## src/rtl/vic_pkg.sv

```systemverilog
package vic_pkg;
  localparam int unsigned WORD_W = 32;
  localparam int unsigned IDX_W  = $clog2(WORD_W);

  typedef enum logic [3:0] {
    OFS_STAT  = 4'd0,
    OFS_SET   = 4'd1,
    OFS_ENA   = 4'd2,
    OFS_CRIT  = 4'd3,
    OFS_POL   = 4'd4,
    OFS_TRIG  = 4'd5,
    OFS_MSTAT = 4'd6,
    OFS_VEC   = 4'd7,
    OFS_VCFG  = 4'd8
  } reg_ofs_e;

  // Line n lands on status bit WORD_W-1-n.
  function automatic logic [WORD_W-1:0] line_to_status(input logic [WORD_W-1:0] v);
    logic [WORD_W-1:0] r;
    for (int i = 0; i < int'(WORD_W); i++) r[i] = v[WORD_W-1-i];
    return r;
  endfunction

  // Scan position of the winning pending bit; zero when nothing pends.
  function automatic logic [IDX_W-1:0] vec_slot(input logic [WORD_W-1:0] pend,
                                                input logic downward);
    logic [IDX_W-1:0] slot;
    slot = '0;
    if (downward) begin
      for (int i = 0; i < int'(WORD_W); i++)
        if (pend[i]) slot = IDX_W'(WORD_W - 1 - i);
    end else begin
      for (int i = int'(WORD_W) - 1; i >= 0; i--)
        if (pend[i]) slot = IDX_W'(i);
    end
    return slot;
  endfunction

  function automatic logic [WORD_W-1:0] vec_address(input logic [WORD_W-1:0] cfg,
                                                    input logic [WORD_W-1:0] pend,
                                                    input int unsigned stride_shift);
    logic [WORD_W-1:0] step;
    step = WORD_W'(vec_slot(pend, cfg[0])) << stride_shift;
    return (cfg & ~WORD_W'(3)) + step;
  endfunction
endpackage

```

## src/rtl/vic_input_stage.sv

```systemverilog
module vic_input_stage #(
  parameter int unsigned W = 32
) (
  input  logic         clk,
  input  logic         rst_n,
  input  logic [W-1:0] src_i,
  output logic [W-1:0] rise_o,
  output logic [W-1:0] fall_o
);
  logic [W-1:0] src_q;

  for (genvar g = 0; g < int'(W); g++) begin : g_bit
    always_ff @(posedge clk or negedge rst_n) begin
      if (!rst_n) src_q[g] <= 1'b0;
      else        src_q[g] <= src_i[g];
    end
    assign rise_o[g] =  src_i[g] & ~src_q[g];
    assign fall_o[g] = ~src_i[g] &  src_q[g];
  end
endmodule

```

## src/rtl/vic_status.sv

```systemverilog
module vic_status #(
  parameter int unsigned W = 32
) (
  input  logic         clk,
  input  logic         rst_n,
  input  logic         clr_wr,
  input  logic         set_wr,
  input  logic [W-1:0] wdata,
  input  logic [W-1:0] trig,
  input  logic [W-1:0] rise,
  input  logic [W-1:0] fall,
  output logic [W-1:0] status_o,
  output logic [W-1:0] level_o
);
  logic [W-1:0] stat_q, stat_nxt;
  logic [W-1:0] lvl_q, lvl_nxt;
  logic [W-1:0] fall_lvl;
  logic [W-1:0] rise_lvl;

  assign fall_lvl = fall & ~trig;
  assign rise_lvl = rise & ~trig;

  always_comb begin
    stat_nxt = stat_q;
    if (clr_wr)      stat_nxt = (stat_q & ~wdata) | lvl_q;
    else if (set_wr) stat_nxt = stat_q | wdata;
    stat_nxt = (stat_nxt | rise) & ~fall_lvl;
    lvl_nxt  = (lvl_q | rise_lvl) & ~fall_lvl;
  end

  always_ff @(posedge clk or negedge rst_n) begin
    if (!rst_n) begin
      stat_q <= '0;
      lvl_q  <= '0;
    end else begin
      stat_q <= stat_nxt;
      lvl_q  <= lvl_nxt;
    end
  end

  assign status_o = stat_q;
  assign level_o  = lvl_q;


  edge_hold_chk: assert property (@(posedge clk) disable iff (!rst_n)
    !clr_wr |=> ((($past(stat_q) & $past(trig)) & ~stat_q) == '0));

  level_kept_chk: assert property (@(posedge clk) disable iff (!rst_n)
    (lvl_q & ~stat_q) == '0);

  clear_write_chk: assert property (@(posedge clk) disable iff (!rst_n)
    (clr_wr && rise == '0) |=> ((stat_q & $past(wdata) & ~$past(lvl_q)) == '0));

  set_write_chk: assert property (@(posedge clk) disable iff (!rst_n)
    (set_wr && fall_lvl == '0) |=> ((stat_q & $past(wdata)) == $past(wdata)));
endmodule

```

## src/rtl/vic_vector.sv

```systemverilog
module vic_vector
  import vic_pkg::*;
#(
  parameter bit          HAS_VECTOR = 1'b1,
  parameter int unsigned VEC_SHIFT  = 9
) (
  input  logic              clk,
  input  logic              rst_n,
  input  logic              cfg_wr,
  input  logic [WORD_W-1:0] wdata,
  input  logic [WORD_W-1:0] crit_pend,
  output logic [WORD_W-1:0] vcfg_o,
  output logic [WORD_W-1:0] vector_o
);
  logic any_crit;
  assign any_crit = |crit_pend;

  if (HAS_VECTOR) begin : g_vec
    logic [WORD_W-1:0] vcfg_q;
    always_ff @(posedge clk or negedge rst_n) begin
      if (!rst_n)      vcfg_q <= '0;
      else if (cfg_wr) vcfg_q <= wdata & ~WORD_W'(2);
    end
    assign vcfg_o   = vcfg_q;
    assign vector_o = any_crit ? vec_address(vcfg_q, crit_pend, VEC_SHIFT) : '0;
  end else begin : g_novec
    assign vcfg_o   = '0;
    assign vector_o = '0;
  end


  vec_idle_chk: assert property (@(posedge clk) disable iff (!rst_n)
    !any_crit |-> (vector_o == '0));
endmodule

```

## src/rtl/vec_intc.sv

```systemverilog
module vec_intc
  import vic_pkg::*;
#(
  parameter int unsigned          ADDR_W     = 8,
  parameter logic [ADDR_W-1:0]    BASE_ADDR  = 8'h40,
  parameter bit                   HAS_VECTOR = 1'b1,
  parameter int unsigned          VEC_SHIFT  = 9
) (
  input  logic              clk,
  input  logic              rst_n,
  input  logic [WORD_W-1:0] irq_in,
  input  logic              bus_sel,
  input  logic              bus_we,
  input  logic [ADDR_W-1:0] bus_addr,
  input  logic [WORD_W-1:0] bus_wdata,
  output logic [WORD_W-1:0] bus_rdata,
  output logic              irq_norm_o,
  output logic              irq_crit_o
);
  localparam int unsigned       NUM_REGS  = 9;
  localparam logic [ADDR_W-1:0] LAST_ADDR = BASE_ADDR + ADDR_W'(NUM_REGS - 1);

  logic              hit;
  logic [ADDR_W-1:0] ofs_full;
  reg_ofs_e          ofs;
  logic              wr_hit;

  assign hit      = (bus_addr >= BASE_ADDR) && (bus_addr <= LAST_ADDR);
  assign ofs_full = bus_addr - BASE_ADDR;
  assign ofs      = reg_ofs_e'(ofs_full[3:0]);
  assign wr_hit   = bus_sel && bus_we && hit;

  logic [WORD_W-1:0] ena_q, crit_q, pol_q, trig_q;

  always_ff @(posedge clk or negedge rst_n) begin
    if (!rst_n) begin
      ena_q  <= '0;
      crit_q <= '0;
      pol_q  <= '0;
      trig_q <= '0;
    end else if (wr_hit) begin
      case (ofs)
        OFS_ENA:  ena_q  <= bus_wdata;
        OFS_CRIT: crit_q <= bus_wdata;
        OFS_POL:  pol_q  <= bus_wdata;
        OFS_TRIG: trig_q <= bus_wdata;
        default:  ;
      endcase
    end
  end

  logic [WORD_W-1:0] src_bits, rise, fall;
  assign src_bits = line_to_status(irq_in);

  vic_input_stage #(.W(WORD_W)) u_inp (
    .clk    (clk),
    .rst_n  (rst_n),
    .src_i  (src_bits),
    .rise_o (rise),
    .fall_o (fall)
  );

  logic [WORD_W-1:0] status, level;
  logic              clr_wr, set_wr, vcfg_wr;
  assign clr_wr  = wr_hit && (ofs == OFS_STAT);
  assign set_wr  = wr_hit && (ofs == OFS_SET);
  assign vcfg_wr = wr_hit && (ofs == OFS_VCFG);

  vic_status #(.W(WORD_W)) u_stat (
    .clk      (clk),
    .rst_n    (rst_n),
    .clr_wr   (clr_wr),
    .set_wr   (set_wr),
    .wdata    (bus_wdata),
    .trig     (trig_q),
    .rise     (rise),
    .fall     (fall),
    .status_o (status),
    .level_o  (level)
  );

  logic [WORD_W-1:0] masked, norm_pend, crit_pend, vcfg, vector;
  assign masked    = status & ena_q;
  assign norm_pend = masked & ~crit_q;
  assign crit_pend = masked & crit_q;

  vic_vector #(.HAS_VECTOR(HAS_VECTOR), .VEC_SHIFT(VEC_SHIFT)) u_vec (
    .clk       (clk),
    .rst_n     (rst_n),
    .cfg_wr    (vcfg_wr),
    .wdata     (bus_wdata),
    .crit_pend (crit_pend),
    .vcfg_o    (vcfg),
    .vector_o  (vector)
  );

  assign irq_norm_o = |norm_pend;
  assign irq_crit_o = |crit_pend;

  always_comb begin
    bus_rdata = '0;
    if (hit) begin
      case (ofs)
        OFS_STAT, OFS_SET: bus_rdata = status;
        OFS_ENA:           bus_rdata = ena_q;
        OFS_CRIT:          bus_rdata = crit_q;
        OFS_POL:           bus_rdata = pol_q;
        OFS_TRIG:          bus_rdata = trig_q;
        OFS_MSTAT:         bus_rdata = masked;
        OFS_VEC:           bus_rdata = vector;
        OFS_VCFG:          bus_rdata = vcfg;
        default:           bus_rdata = '0;
      endcase
    end
  end


  crit_source_chk: assert property (@(posedge clk) disable iff (!rst_n)
    irq_crit_o |-> ((status & ena_q) != '0));

  norm_source_chk: assert property (@(posedge clk) disable iff (!rst_n)
    irq_norm_o |-> ((status & ~crit_q) != '0));
endmodule

```

## config.mk

```make
export PLATFORM = sky130hd
export DESIGN_NAME = vec_intc
export DESIGN_NICKNAME = d
export VERILOG_FILES = /design/src/rtl/vic_pkg.sv /design/src/rtl/vic_input_stage.sv /design/src/rtl/vic_status.sv /design/src/rtl/vic_vector.sv /design/src/rtl/vec_intc.sv
export SDC_FILE = /design/constraint.sdc
export NUM_CORES = 1
export LEC_CHECK = 0
export ABC_AREA = 1
export BUFFER_PORTS_ARGS = -buffer_cell sky130_fd_sc_hd__buf_2
export CAP_MARGIN = 25
export CORE_ASPECT_RATIO = 0.9
export CORE_MARGIN = 2
export CORE_UTILIZATION = 45
export DETAILED_ROUTE_END_ITERATION = 12
export MAX_ROUTING_LAYER = met4
export PLACE_DENSITY = 0.75
export SLEW_MARGIN = 10
export SYNTH_ARGS = -nofsm -noshare
export SYNTH_HDL_FRONTEND = slang
export SYNTH_HIERARCHICAL = 1
export SYNTH_SLANG_ARGS = --single-unit
```

## constraint.sdc

```tcl
create_clock -name clk -period 5.2 [get_ports clk]
set_input_delay 0.78 -clock clk [delete_from_list [all_inputs] [get_ports clk]]
set_output_delay 0.78 -clock clk [all_outputs]
set_load 0.01 [all_outputs]
```

# ---- After elaboration in Yosys (flattened, before gate mapping)
# Index checks and enable logic that the tools add are counted.
dict set report classes {
  n_bitwise 144
  mux 70
  mul 0
  n_addsub 2
  magnitude_cmp 2
  shifts 0
  n_reduce_logical 14
  div 0
  eq_ne 8
}
# cell count
set ops {}
lappend ops {{$mux 5} 65}
lappend ops {{$and 32x32->32} 8}
lappend ops {{$pmux 32 s8} 1}
lappend ops {{$mux 32} 4}
lappend ops {{$not 32->32} 4}
lappend ops {{$or 32x32->32} 4}
lappend ops {{$and 1x1->1} 64}
lappend ops {{$not 1->1} 64}
lappend ops {{$reduce_or 32->1} 2}
lappend ops {{$add 32x14->32} 1}
lappend ops {{$eq 4x3->1 const B} 4}
lappend ops {{$eq 4x2->1 const B} 2}
lappend ops {{$ge 8x7->1 const B} 1}
lappend ops {{$le 8x7->1 const B} 1}
lappend ops {{$reduce_and 2->1} 4}
lappend ops {{$logic_and 1x1->1} 6}
lappend ops {{$eq 4x1->1 const B} 1}
lappend ops {{$eq 4x4->1 const B} 1}
lappend ops {{$logic_not 4->1} 1}
lappend ops {{$sub 4x1->4 const B} 1}
lappend ops {{$reduce_or 2->1} 1}
dict set report word_totals {
  mem_count 0
  ff_bits 255
  in_bits 76
  wordCells 279
  latchBits 0
  output_inout_bits 34
  mem_bits_rw 0
  mem_bits_ro 0
}

# ---- Logic depth before layout (Yosys ltp)
# Gate-level depths: netlist (run 1).
dict set report depth {
  ltp_word 39
  ltp_mapped 62
  ltp_nobuf 62
}

# ---- Modules after synthesis
# The synthesis (run 1) kept the hierarchy.
# module seq_area_each_um2 n_inst cells_each area_per_inst_um2
set by_module_without_submodules {}
lappend by_module_without_submodules {vec_intc 3203.1 1 1325 8639.5}
lappend by_module_without_submodules {vic_status 1601.5 1 555 3539.6}
lappend by_module_without_submodules {vic_vector 775.7 1 415 2547.4}
lappend by_module_without_submodules {vic_input_stage 800.8 1 160 1281.2}

# ---- Worst setup path after synthesis (run 1)
# Ideal clock, no wire load.
dict set report synth_path {
  path_type {register -> output}
  from {register ena_q[1]}
  to {output port bus_rdata[31]}
  path_slack_ns -0.403
  stages_incl_launch_ff 63
  n_path_buf 0
  arrival_time_ns 4.823
  t_required_ns 4.420
  path_cell_list {dfrtp_1 > nand3_1 > inv_1 > inv_1 > nand2_1 > nand2_1 > nand2_1 > nand2_1 > nand2_1 > nand2_1 > nand2_1 > nand2_1 > nand2_1 > nand2_1 > nand2_1 > nand2_1 > nand2_1 > nand2_1 > [... 27 more ...] > nor2_2 > nand2_2 > nor2_2 > nand2_2 > nor3_4 > nand3_2 > nor2_2 > nand2_2 > nor2_4 > nand2_2 > nor3_2 > nand2_1 > a21oi_1 > o21a_1 > nand3_1 > nand2_1 > nor2_1 > a21oi_1}
}
dict set report synth_via {
  elab_chain_len 38
  elab_cells_between_ends 41
  cone_classes {1 x add/sub; 37 x mux; 2 x bitwise; 1 x reduce/logical}
}
# element line_no
set synth_lines {}
lappend synth_lines {{start, declared} vec_intc.sv:33} ;# logic [WORD_W-1:0] ena_q, crit_q, pol_q, trig_q;
lappend synth_lines {{start signal, assigned} vec_intc.sv:43} ;# OFS_ENA: ena_q <= bus_wdata;
lappend synth_lines {{$and 32x32->32 *} vec_intc.sv:83} ;# assign masked = status & ena_q;
lappend synth_lines {{$and 32x32->32 *} vec_intc.sv:85} ;# assign crit_pend = masked & crit_q;
lappend synth_lines {{named net crit_pend[1]} vec_intc.sv:82} ;# logic [WORD_W-1:0] masked, norm_pend, crit_pend, vcfg, vector;
lappend synth_lines {{$mux 5 (31 in series)} vic_pkg.sv:31} ;# if (pend[i]) slot = IDX_W'(WORD_W - 1 - i);
lappend synth_lines {{$mux 5} vic_pkg.sv:29} ;# if (downward) begin
lappend synth_lines {{$add 32x14->32} vic_pkg.sv:44} ;# return (cfg & ~WORD_W'(3)) + step;
lappend synth_lines {{$mux 32 *} vic_vector.sv:25} ;# assign vector_o = any_crit ? vec_address(vcfg_q, crit_pend, VEC_SHIFT) : '0;
lappend synth_lines {{named net vector[31]} vec_intc.sv:82}
lappend synth_lines {{$pmux 32 s8 *} vec_intc.sv:103} ;# case (ofs)
lappend synth_lines {{$mux 32 *} vec_intc.sv:102} ;# if (hit) begin
lappend synth_lines {{end, declared} vec_intc.sv:16} ;# output logic [WORD_W-1:0] bus_rdata,
# The timed path passes the listed nets; every way through them passes the cells marked *.

# ---- Final worst setup path (run 1)
dict set report layout_path {
  from {register crit_q[1]}
  to {output port bus_rdata[17]}
}
dict set report layout_via {
  elab_chain_len 37
  elab_cells_between_ends 40
  cone_classes {1 x add/sub; 37 x mux; 1 x bitwise; 1 x reduce/logical}
}
# element line_no
set layout_lines {}
lappend layout_lines {{start, declared} vec_intc.sv:33}
lappend layout_lines {{start signal, assigned} vec_intc.sv:44} ;# OFS_CRIT: crit_q <= bus_wdata;
lappend layout_lines {{$and 32x32->32 *} vec_intc.sv:85}
lappend layout_lines {{named net crit_pend[1]} vec_intc.sv:82}
lappend layout_lines {{$mux 5 (31 in series)} vic_pkg.sv:31}
lappend layout_lines {{$mux 5} vic_pkg.sv:29}
lappend layout_lines {{$add 32x14->32} vic_pkg.sv:44}
lappend layout_lines {{$mux 32 *} vic_vector.sv:25}
lappend layout_lines {{named net vector[17]} vec_intc.sv:82}
lappend layout_lines {{$pmux 32 s8 *} vec_intc.sv:103}
lappend layout_lines {{$mux 32 *} vec_intc.sv:102}
# Marks and branches as above.

==> results of run 1 <==
[stage by stage]
step	worst slack (ns)	instance area [sq um]	power [mW]	util
3_5_place_dp	-0.982	18000	2.73	0.514
5_1_grt	-2.15	19700	5.12	0.562
6_report	-1.64	19700	4.93	0.562
4_1_cts	-1.55	19400	4.94	0.554
3_3_place_gp	-0.910	18000	2.70	0.513
2_1_floorplan	-0.311	16000	2.46	-
[metal layers]
layer,track usage,up-vias,wire length (microns)
met5,-,-,0
met4,0.0899,0,1330
met3,0.0522,127,5020
met2,0.431,930,23000
met1,0.373,8044,21500
li1,-,8203,-
[area by class of cell]
type | count | area (sq um) | area share
Tap cell | 469 | 587 | 0.0298
Multi-Input combinational cell | 1792 | 8160 | 0.414
Inverter | 296 | 1110 | 0.0564
Clock inverter | 17 | 200 | 0.0102
Sequential cell | 255 | 6380 | 0.324
Clock buffer | 39 | 835 | 0.0423
Timing Repair Buffer | 352 | 2440 | 0.124
[critical path, delay by kind of cell, from the launching register on]
family                   cells  cell delay (ns)
AO/OA/AOI/OAI                4             0.44
adder cells (fa/ha/maj)      2             0.49
buffers and inverters       15             1.63
flip-flops                   1             0.40
AND/OR/NAND/NOR             42             2.51
[final timing paths]
kind / to / slack (ns) / startpoint / depth (start not counted)
hold reg to reg: pol_q[28]$_DFFE_PN0P_ / 0.48 / pol_q[28]$_DFFE_PN0P_ / 2
min in group clk: u_inp/src_q[7]$_DFF_PN0_ / 0.33 / irq_in[24] / 1
setup reg to reg: u_stat/status_o[2]$_DFF_PN0_ / 4.07 / u_stat/status_o[2]$_DFF_PN0_ / 6
max in group asynchronous: u_stat/level_o[1]$_DFF_PN0_ / 3.80 / rst_n / 2
setup / recovery: bus_rdata[17] / -1.64 / crit_q[1]$_DFFE_PN0P_ / 63
hold / removal: pol_q[20]$_DFFE_PN0P_ / 0.25 / rst_n / 1
[flip-flops by register name, summed over array words and instances (netlist names)]
name and flops:
trig_q 32, u_stat/status_o 32, u_vec/vcfg_o 31, u_inp/src_q 32, ena_q 32, crit_q 32
pol_q 32, u_stat/level_o 32
[timing repair]
item                       4_1_cts  5_1_grt
gates resized for setup         23       47
setup buffers                   40       23
pin swaps                       42       48
setup endpoints to repair       19       22
[cell families after synthesis]
kind of cell / count (synthesis) / share of synthesized area
buffers and inverters: 410 / 0.110
adders and majority gates: 7 / 0.00594
DFF: 255 / 0.399
other: 1 / 0.000234
and+or+nand+nor: 1653 / 0.441
muxes: 6 / 0.00422
AOI/OAI and AO/OA: 123 / 0.0405
[power groups by stage]
| stage | Combinational (mW) | Clock [mW] | Sequential (mW) |
|---|---|---|---|
| finish | 0.579 | 2.21 | 2.14 |
| global route | 0.644 | 2.32 | 2.15 |
| CTS | 0.563 | 2.23 | 2.14 |
| detailed placement | 0.556 | 0 | 2.17 |
| global placement | 0.538 | 0 | 2.17 |
| floorplan | 0.283 | 0 | 2.18 |
[layout by cell type, fill, tap and decap left out, types with 4 or more instances in the layout]
| cell type | n |
|---|---|
| nand3b_1 | 51 |
| inv_2 | 11 |
| mux2_2 | 6 |
| bufinv_16 | 4 |
| nor2_2 | 13 |
| buf_12 | 4 |
| inv_1 | 284 |
| nor3_2 | 4 |
| nand4_1 | 6 |
| nor2_1 | 382 |
| clkbuf_1 | 4 |
| nand3_2 | 8 |
| o21ai_0 | 31 |
| buf_2 | 108 |
| nor3_1 | 8 |
| clkbuf_8 | 5 |
| dfrtp_1 | 255 |
| a21oi_1 | 66 |
| clkinv_2 | 12 |
| ha_1 | 5 |
| nor2_4 | 13 |
| buf_4 | 236 |
| a21oi_2 | 14 |
| nand3_1 | 403 |
| nand2_1 | 736 |
| nand2_2 | 22 |
| clkbuf_16 | 30 |
==> results.yml, run 1 <==
setup_path:
  max_stage_delay_ns: 0.40
  cp_common_cell: "nand2_1"
  worstPathMaxFanout: 2
  worstPathArrival_ns: 6.06
  setup.worst_path.start_class: "register"
  endpoint_kind: "primary output"
  critPathRequiredTime_ns: 4.42
  critPathKind: "register to primary output"
  slowest_stage: "dfrtp_1"
pwr:
  power.share.clock: 0.448
  p_leak_nw: 11.4
  powerDensity_mw_per_mm2: 250
  switching_share: 0.270
  seqPwrFrac: 0.435
  vdd_drop_max_mv: 0.256
  power_switching_mw: 1.33
  intPower_mw: 3.60
  p_comb_frac: 0.117
global_route:
  grt_pass1_wl_mm: 82.1
  grt_max_degree: 119
  grt_overflow: 0
  grt_use_total: 0.279
  antenna_found_initial: 0
  grt_pass1_vias: 16600
die:
  die-width_microns: 203
  std_cell_rows: 65
  ios: 110
  die_h_microns: 183
  die_area_sq_mm: 0.0371
  design.core.area_sq_mm: 0.0351
  initial_core_util: 0.457
yosys:
  yosys-top-cells-area: "dfrtp_1 40%, nand2_1 18%, nand3_1 13%"
  synth_top_area_frac: 0.399
  async_flop_share: 1.00
  synthesis.area_sq_mm: 0.0160
  synthFlopType: "dfrtp_1"
  ys_ff_latch: 255
  synth_cells: 2455
  ys_seq_area_frac: 0.399
  yosys-top-cells-count: "753 x nand2_1, 410 x nand3_1, 393 x nor2_1, 291 x inv_1, 255 x dfrtp_1"
  syn_area_per_cell_sq_um: 6.52
  yosys_warnings: 6
  synth_largest_area_cell: "dfrtp_1"
  synth_edf_count: 0
  yosysUniqueCellTypes: 35
  yosysMostFrequentCell: "nand2_1"
finish:
  diodes: 0
  layout.cells.non_filler: 3220
  num-fill-cells: 3182
  area_delta_synth_final_pct: 23.2
  num-nets-final: 2810
  drive_gt1_frac: 0.185
sta:
  timing.setup.tns_ns: -18.06
  rsz0062_at_grt: "yes"
  whs_ns: 0.250
  slew_violations: 0
  min_period_ns: 6.84
  hold_viol: 0
  skew_ns: 0.0152
  fmax_mhz: 146
  worst_pin_slew_ns: 1.06
  fin_crit_sh: 1.32
  slew_headroom: 0.295
  setup_slack_ns: -1.64
  finalSetupViolCount: 19
cts:
  cts_hold_buf: 0
  htree_levels: 1
  clkSinkCount: 255
  cts_tree: "done"
  clockBufferDepth: 3
  cts-buffers-inserted: 30
  clk_latency_ns: 0.58
  cts_root_buf: "clkbuf_16"
  clkTransAtPathRegs_ns: 0.06
route:
  drt-pass1-iter-count: 8
  drt-total-wl_mm: 50.8
  drtAntennaViolNets: 0
  drc: 0
  route.detailed.wl_per_inst_microns: 15.8
  via_count: 17300
  vias_per_cell: 5.37
  drtIter0Drc: 2046
place:
  port_buffers: 109
  gp_congestion: 0.881
  dp_hpwl_mm: 31.5
  place_inst: 3106
hold_path:
  hp-class: "input port to asynchronous set/reset pin"
outcome:
  violations: "setup timing"
  status: "finished with violations"
job:
  cap_violations: 0
No activity file was read; power rests on OpenSTA's default activity.
==> run 2: changes to the inputs <==
--- a/config.mk
+++ b/config.mk
@@ -14,6 +14,7 @@
 export DETAILED_ROUTE_END_ITERATION = 12
 export MAX_ROUTING_LAYER = met4
 export PLACE_DENSITY = 0.75
+export RECOVER_POWER = 25
 export SLEW_MARGIN = 10
 export SYNTH_ARGS = -nofsm -noshare
 export SYNTH_HDL_FRONTEND = slang
==> run 2 against run 1 <==
The run ends with capacitance limit, slew limit, setup timing left. Maximum frequency shrank 0.13%. Total power shrank 0.10%. Flip-flop and latch count is the same. First-iteration DRC count grew 0.29%. Setup slack lost 0.0087 ns. Final cell count is the same. Die area is the same. Utilization shrank 0.14 points. Via count is essentially flat. Critical path depth is the same. Clock skew grew 0.00081 ns. Worst hold slack gained 0.091 ns. Largest cell class unchanged. Largest power group unchanged.
==> results.yml, run 2 (same netlist as run 1, synthesis figures left out) <==
cts:
  clk_latency_ns: 0.58
  clkTransAtPathRegs_ns: 0.06
  cts_hold_buf: 0
  clockBufferDepth: 3
  cts_tree: "done"
  htree_levels: 1
  cts-buffers-inserted: 30
  clkSinkCount: 255
  cts_root_buf: "clkbuf_16"
sta:
  fmax_mhz: 146
  setup_slack_ns: -1.65
  worst_pin_slew_ns: 2.69
  skew_ns: 0.0160
  hold_viol: 0
  fin_crit_sh: 1.32
  rsz0062_at_grt: "yes"
  slew_headroom: -0.793
  timing.setup.tns_ns: -18.31
  slew_violations: 101
  min_period_ns: 6.85
  finalSetupViolCount: 19
global_route:
  use_met3: 0.0522
  use_met1: 0.373
  use_met2: 0.431
  antenna_found_initial: 0
  grt_overflow: 0
  grt_max_degree: 119
  globalRoute.busiestLayer: "met2"
  grt_use_total: 0.279
  grt_pass1_wl_mm: 82.1
  grt_pass1_vias: 16600
hold_path:
  min_from: "irq_in[24]"
  hold_path_depth: 1
  min_to: "u_inp/src_q[7]$_DFF_PN0_"
  hp-class: "input port to register"
finish:
  drive_gt1_frac: 0.173
  multiInputGateArea_sq_mm: 0.00816
  area_delta_synth_final_pct: 22.9
  regArea_sq_mm: 0.00638
  num-nets-final: 2810
  num-fill-cells: 3192
  fin_area_sq_mm: 0.0197
  layout_commonest_cell: "nand2_1"
  layout_common_cells: "736 x nand2_1, 403 x nand3_1, 382 x nor2_1, 284 x inv_1, 255 x dfrtp_1"
  diodes: 0
pwr:
  vdd_drop_max_mv: 0.255
  p_leak_nw: 11.3
  powerDensity_mw_per_mm2: 250
setup_path:
  setup.worst_path.start_class: "register"
  max_stage_delay_ns: 0.40
  worstPathArrival_ns: 6.07
  slowest_stage: "dfrtp_1"
  r2r_start: "u_stat/status_o[1]$_DFF_PN0_"
  cp_common_cell: "nand2_1"
  worst_r2r_path_depth: 6
  endpoint_kind: "primary output"
  critPathKind: "register to primary output"
  critPathRequiredTime_ns: 4.42
  r2r_setup_slack_ns: 4.07
  regToRegEndpoint: "u_stat/status_o[1]$_DFF_PN0_"
  worstPathMaxFanout: 2
place:
  place_area_sq_mm: 0.0180
  gp_congestion: 0.881
  dp_hpwl_mm: 31.5
  port_buffers: 109
die:
  die-width_microns: 203
  die_h_microns: 183
  std_cell_rows: 65
  design.core.area_sq_mm: 0.0351
  initial_core_util: 0.457
  ios: 110
  die_area_sq_mm: 0.0371
route:
  drtIter0Drc: 2052
  drc: 0
  vias_per_cell: 5.38
  route.detailed.wl_per_inst_microns: 15.8
  drt-pass1-iter-count: 7
  via_count: 17300
  drtAntennaViolNets: 0
  drt-total-wl_mm: 51.0
outcome:
  violations: "capacitance limit, slew limit, setup timing"
  status: "finished with violations"
job:
  cap_violations: 1
[run 2: cell count changes in the layout (fill, tap and decap cells not counted)]
cell / previous run / this run
clkbuf_1: 4 / 36
clkbuf_2: 0 / 1
buf_2: 108 / 76
buf_8: 1 / 0
[run 2: timing repair]
item | in CTS | in global routing
resized for setup | 23 | 47
endpoints found under the setup margin | 19 | 22
buffers inserted | 40 | 23
cloned | 0 | 0
pin swaps | 42 | 48
[run 2: worst max-delay path: cells and delay by family, from the launching register on]
family,cells,cell delay (ns)
compound gates,4,0.44
fa+ha+maj,2,0.49
buf+inv,15,1.64
flops,1,0.40
simple gates,42,2.52
[run 2: layout make-up]
| type | count | share of cell area |
|---|---|---|
| clock buffers | 39 | 0.0424 |
| clock inverters | 17 | 0.0102 |
| inverters | 296 | 0.0566 |
| multi-input cells | 1792 | 0.415 |
| flip-flops and latches | 255 | 0.324 |
| well taps | 469 | 0.0298 |
| repair buffers | 352 | 0.122 |
[run 2: per-stage QoR]
stage               setup slack [ns]  total power [mW]  hold WS (ns)  cells   util
finish                         -1.65              4.92         0.341   3220  0.561
global route                   -2.15              5.11         0.324   3220  0.561
CTS                            -1.55              4.94         0.289   3202  0.554
detailed placement            -0.982              2.73         0.466   3106  0.514
global placement              -0.910              2.70         0.463   3105  0.513
floorplan                     -0.311              2.46         0.450   2457      -
[run 2: how the worst max path moves through the flow]
stage	start	end	slack, ns	depth (start not counted)
floorplan	ena_q[1]$_DFFE_PN0P_	bus_rdata[31]	-0.31	62
global placement	ena_q[1]$_DFFE_PN0P_	bus_rdata[31]	-0.91	63
detailed placement	crit_q[1]$_DFFE_PN0P_	bus_rdata[31]	-0.98	63
CTS	ena_q[1]$_DFFE_PN0P_	bus_rdata[31]	-1.55	63
global route	crit_q[1]$_DFFE_PN0P_	bus_rdata[31]	-2.15	63
finish	crit_q[1]$_DFFE_PN0P_	bus_rdata[17]	-1.65	63
[run 2: metal layers]
layer	vias to the layer above	part of all wire
li1	8205	-
met1	8073	0.43
met2	907	0.45
met3	123	0.091
met4	0	0.024
met5	-	0
[run 2: power breakdown]
part / switching [mW] / leakage (nW) / total, mW / internal [mW]
logic: 0.386 / 7.54 / 0.575 / 0.189
clock network: 0.879 / 0.521 / 2.21 / 1.33
registers: 0.0621 / 3.21 / 2.14 / 2.08
total: 1.33 / 11.3 / 4.92 / 3.59
==> run 3: changes to the inputs <==
--- a/config.mk
+++ b/config.mk
@@ -14,7 +14,7 @@
 export DETAILED_ROUTE_END_ITERATION = 12
 export MAX_ROUTING_LAYER = met4
 export PLACE_DENSITY = 0.75
-export RECOVER_POWER = 25
+export RECOVER_POWER = 50
 export SLEW_MARGIN = 10
 export SYNTH_ARGS = -nofsm -noshare
 export SYNTH_HDL_FRONTEND = slang
==> run 3 against run 2 <==
The flow still finishes with violations (capacitance limit, slew limit, setup timing). Via count increased by 0.16%. Critical path type unchanged. Maximum frequency about the same. Die area unchanged. Largest cell class unchanged.
==> results.yml, run 3 (same netlist as run 1, synthesis figures left out) <==
outcome:
  status: "finished with violations"
  violations: "capacitance limit, slew limit, setup timing"
route:
  via_count: 17300
  drtIter0Drc: 2020
  drt-pass1-iter-count: 8
  drc: 0
  vias_per_cell: 5.38
  route.detailed.wl_per_inst_microns: 15.8
  drt-total-wl_mm: 51.0
  drtAntennaViolNets: 0
global_route:
  grt_pass1_wl_mm: 82.1
  grt_overflow: 0
  grt_max_degree: 119
  grt_use_total: 0.279
  antenna_found_initial: 0
  grt_pass1_vias: 16600
place:
  gp_congestion: 0.881
  place_area_sq_mm: 0.0180
  place_inst: 3106
  port_buffers: 109
  dp_hpwl_mm: 31.5
setup_path:
  slowest_stage: "dfrtp_1"
  critPathRequiredTime_ns: 4.42
  worstPathArrival_ns: 6.07
  endpoint_kind: "primary output"
  cp_top_family: "simple AND/OR/NAND/NOR gates"
  worstPathMaxFanout: 2
  setup.worst_path.start_class: "register"
  critPathKind: "register to primary output"
  path_buf_inv: 18
  max_stage_delay_ns: 0.40
  cp_common_cell: "nand2_1"
cts:
  clkSinkCount: 255
  cts_root_buf: "clkbuf_16"
  clkTransAtPathRegs_ns: 0.06
  cts-buffers-inserted: 30
  htree_levels: 1
  cts_tree: "done"
  clockBufferDepth: 3
  clk_latency_ns: 0.58
finish:
  fin_area_sq_mm: 0.0197
  layout_commonest_cell: "nand2_1"
  drive_gt1_frac: 0.173
  diodes: 0
  layout_common_cells: "736 x nand2_1, 403 x nand3_1, 382 x nor2_1, 284 x inv_1, 255 x dfrtp_1"
  postLayoutCoreUtil: 0.561
  layout.cells.non_filler: 3220
  num-nets-final: 2810
  area_delta_synth_final_pct: 22.8
sta:
  slew_headroom: -0.779
  finalSetupViolCount: 19
  fmax_mhz: 146
  setup_slack_ns: -1.65
  min_period_ns: 6.85
  hold_viol: 0
  rsz0062_at_grt: "yes"
  fin_crit_sh: 1.32
  worst_pin_slew_ns: 2.67
  whs_ns: 0.343
  timing.setup.tns_ns: -18.33
  slew_violations: 221
  skew_ns: 0.0176
die:
  die-width_microns: 203
  design.core.area_sq_mm: 0.0351
  die_area_sq_mm: 0.0371
  die_h_microns: 183
  initial_core_util: 0.457
  std_cell_rows: 65
  ios: 110
pwr:
  vdd_drop_max_mv: 0.255
  p_leak_nw: 11.3
  powerDensity_mw_per_mm2: 250
job:
  cap_violations: 2
hold_path:
  hp-class: "input port to register"
==> run 3: cell types whose count changed in the layout (fill, tap and decap cells not counted), sizes merged <==
cell and delta:
clkbuf +2, buf -2
==> run 3: final timing paths <==
kind / startpoint / endpoint / slack (ns) / depth (start not counted)
worst min-delay path: irq_in[24] / u_inp/src_q[7]$_DFF_PN0_ / 0.34 / 1
worst max-delay path: crit_q[1]$_DFFE_PN0P_ / bus_rdata[17] / -1.65 / 65
max in group asynchronous: rst_n / u_stat/level_o[1]$_DFF_PN0_ / 1.20 / 2
min in group asynchronous: rst_n / pol_q[20]$_DFFE_PN0P_ / 1.02 / 1
worst max register to register: u_stat/status_o[1]$_DFF_PN0_ / u_stat/status_o[1]$_DFF_PN0_ / 4.08 / 6
worst min register to register: pol_q[28]$_DFFE_PN0P_ / pol_q[28]$_DFFE_PN0P_ / 0.48 / 2
==> run 3: stage by stage <==
step / worst slack (ns) / power (mW)
2_1_floorplan: -0.311 / 2.46
3_3_place_gp: -0.910 / 2.70
3_5_place_dp: -0.982 / 2.73
4_1_cts: -1.55 / 4.94
5_1_grt: -2.15 / 5.11
6_report: -1.65 / 4.92
==> run 3: report_power, final <==
part	total (mW)	internal, mW	switching (mW)
clock network	2.20	1.33	0.874
registers	2.14	2.08	0.0620
logic	0.573	0.187	0.386
total	4.92	3.59	1.32
==> run 3: final cells by class <==
cell class | instances | area, sq um
multi-input cells | 1792 | 8160
clock inverters | 17 | 200
clock buffers | 39 | 835
repair buffers | 352 | 2380
flip-flops and latches | 255 | 6380
inverters | 296 | 1110
well taps | 469 | 587
fillers | 3194 | 15400
==> run 3: layer usage <==
metal / track usage / share of wire / routed length, microns / vias up
met5: - / 0 / 0 / -
met4: 0.0899 / 0.024 / 1240 / 0
met3: 0.0522 / 0.096 / 4890 / 126
met2: 0.431 / 0.45 / 23100 / 947
met1: 0.373 / 0.43 / 21700 / 8059
li1: - / - / - / 8203
==> run 3: timing repair <==
| item | CTS | global route |
|---|---|---|
| endpoints found under the setup margin | 19 | 22 |
| resized for setup | 23 | 47 |
| hold buffers | 0 | 0 |
| endpoints found under the hold margin | 0 | 0 |
| pin swaps | 42 | 48 |
| buffers inserted | 40 | 23 |
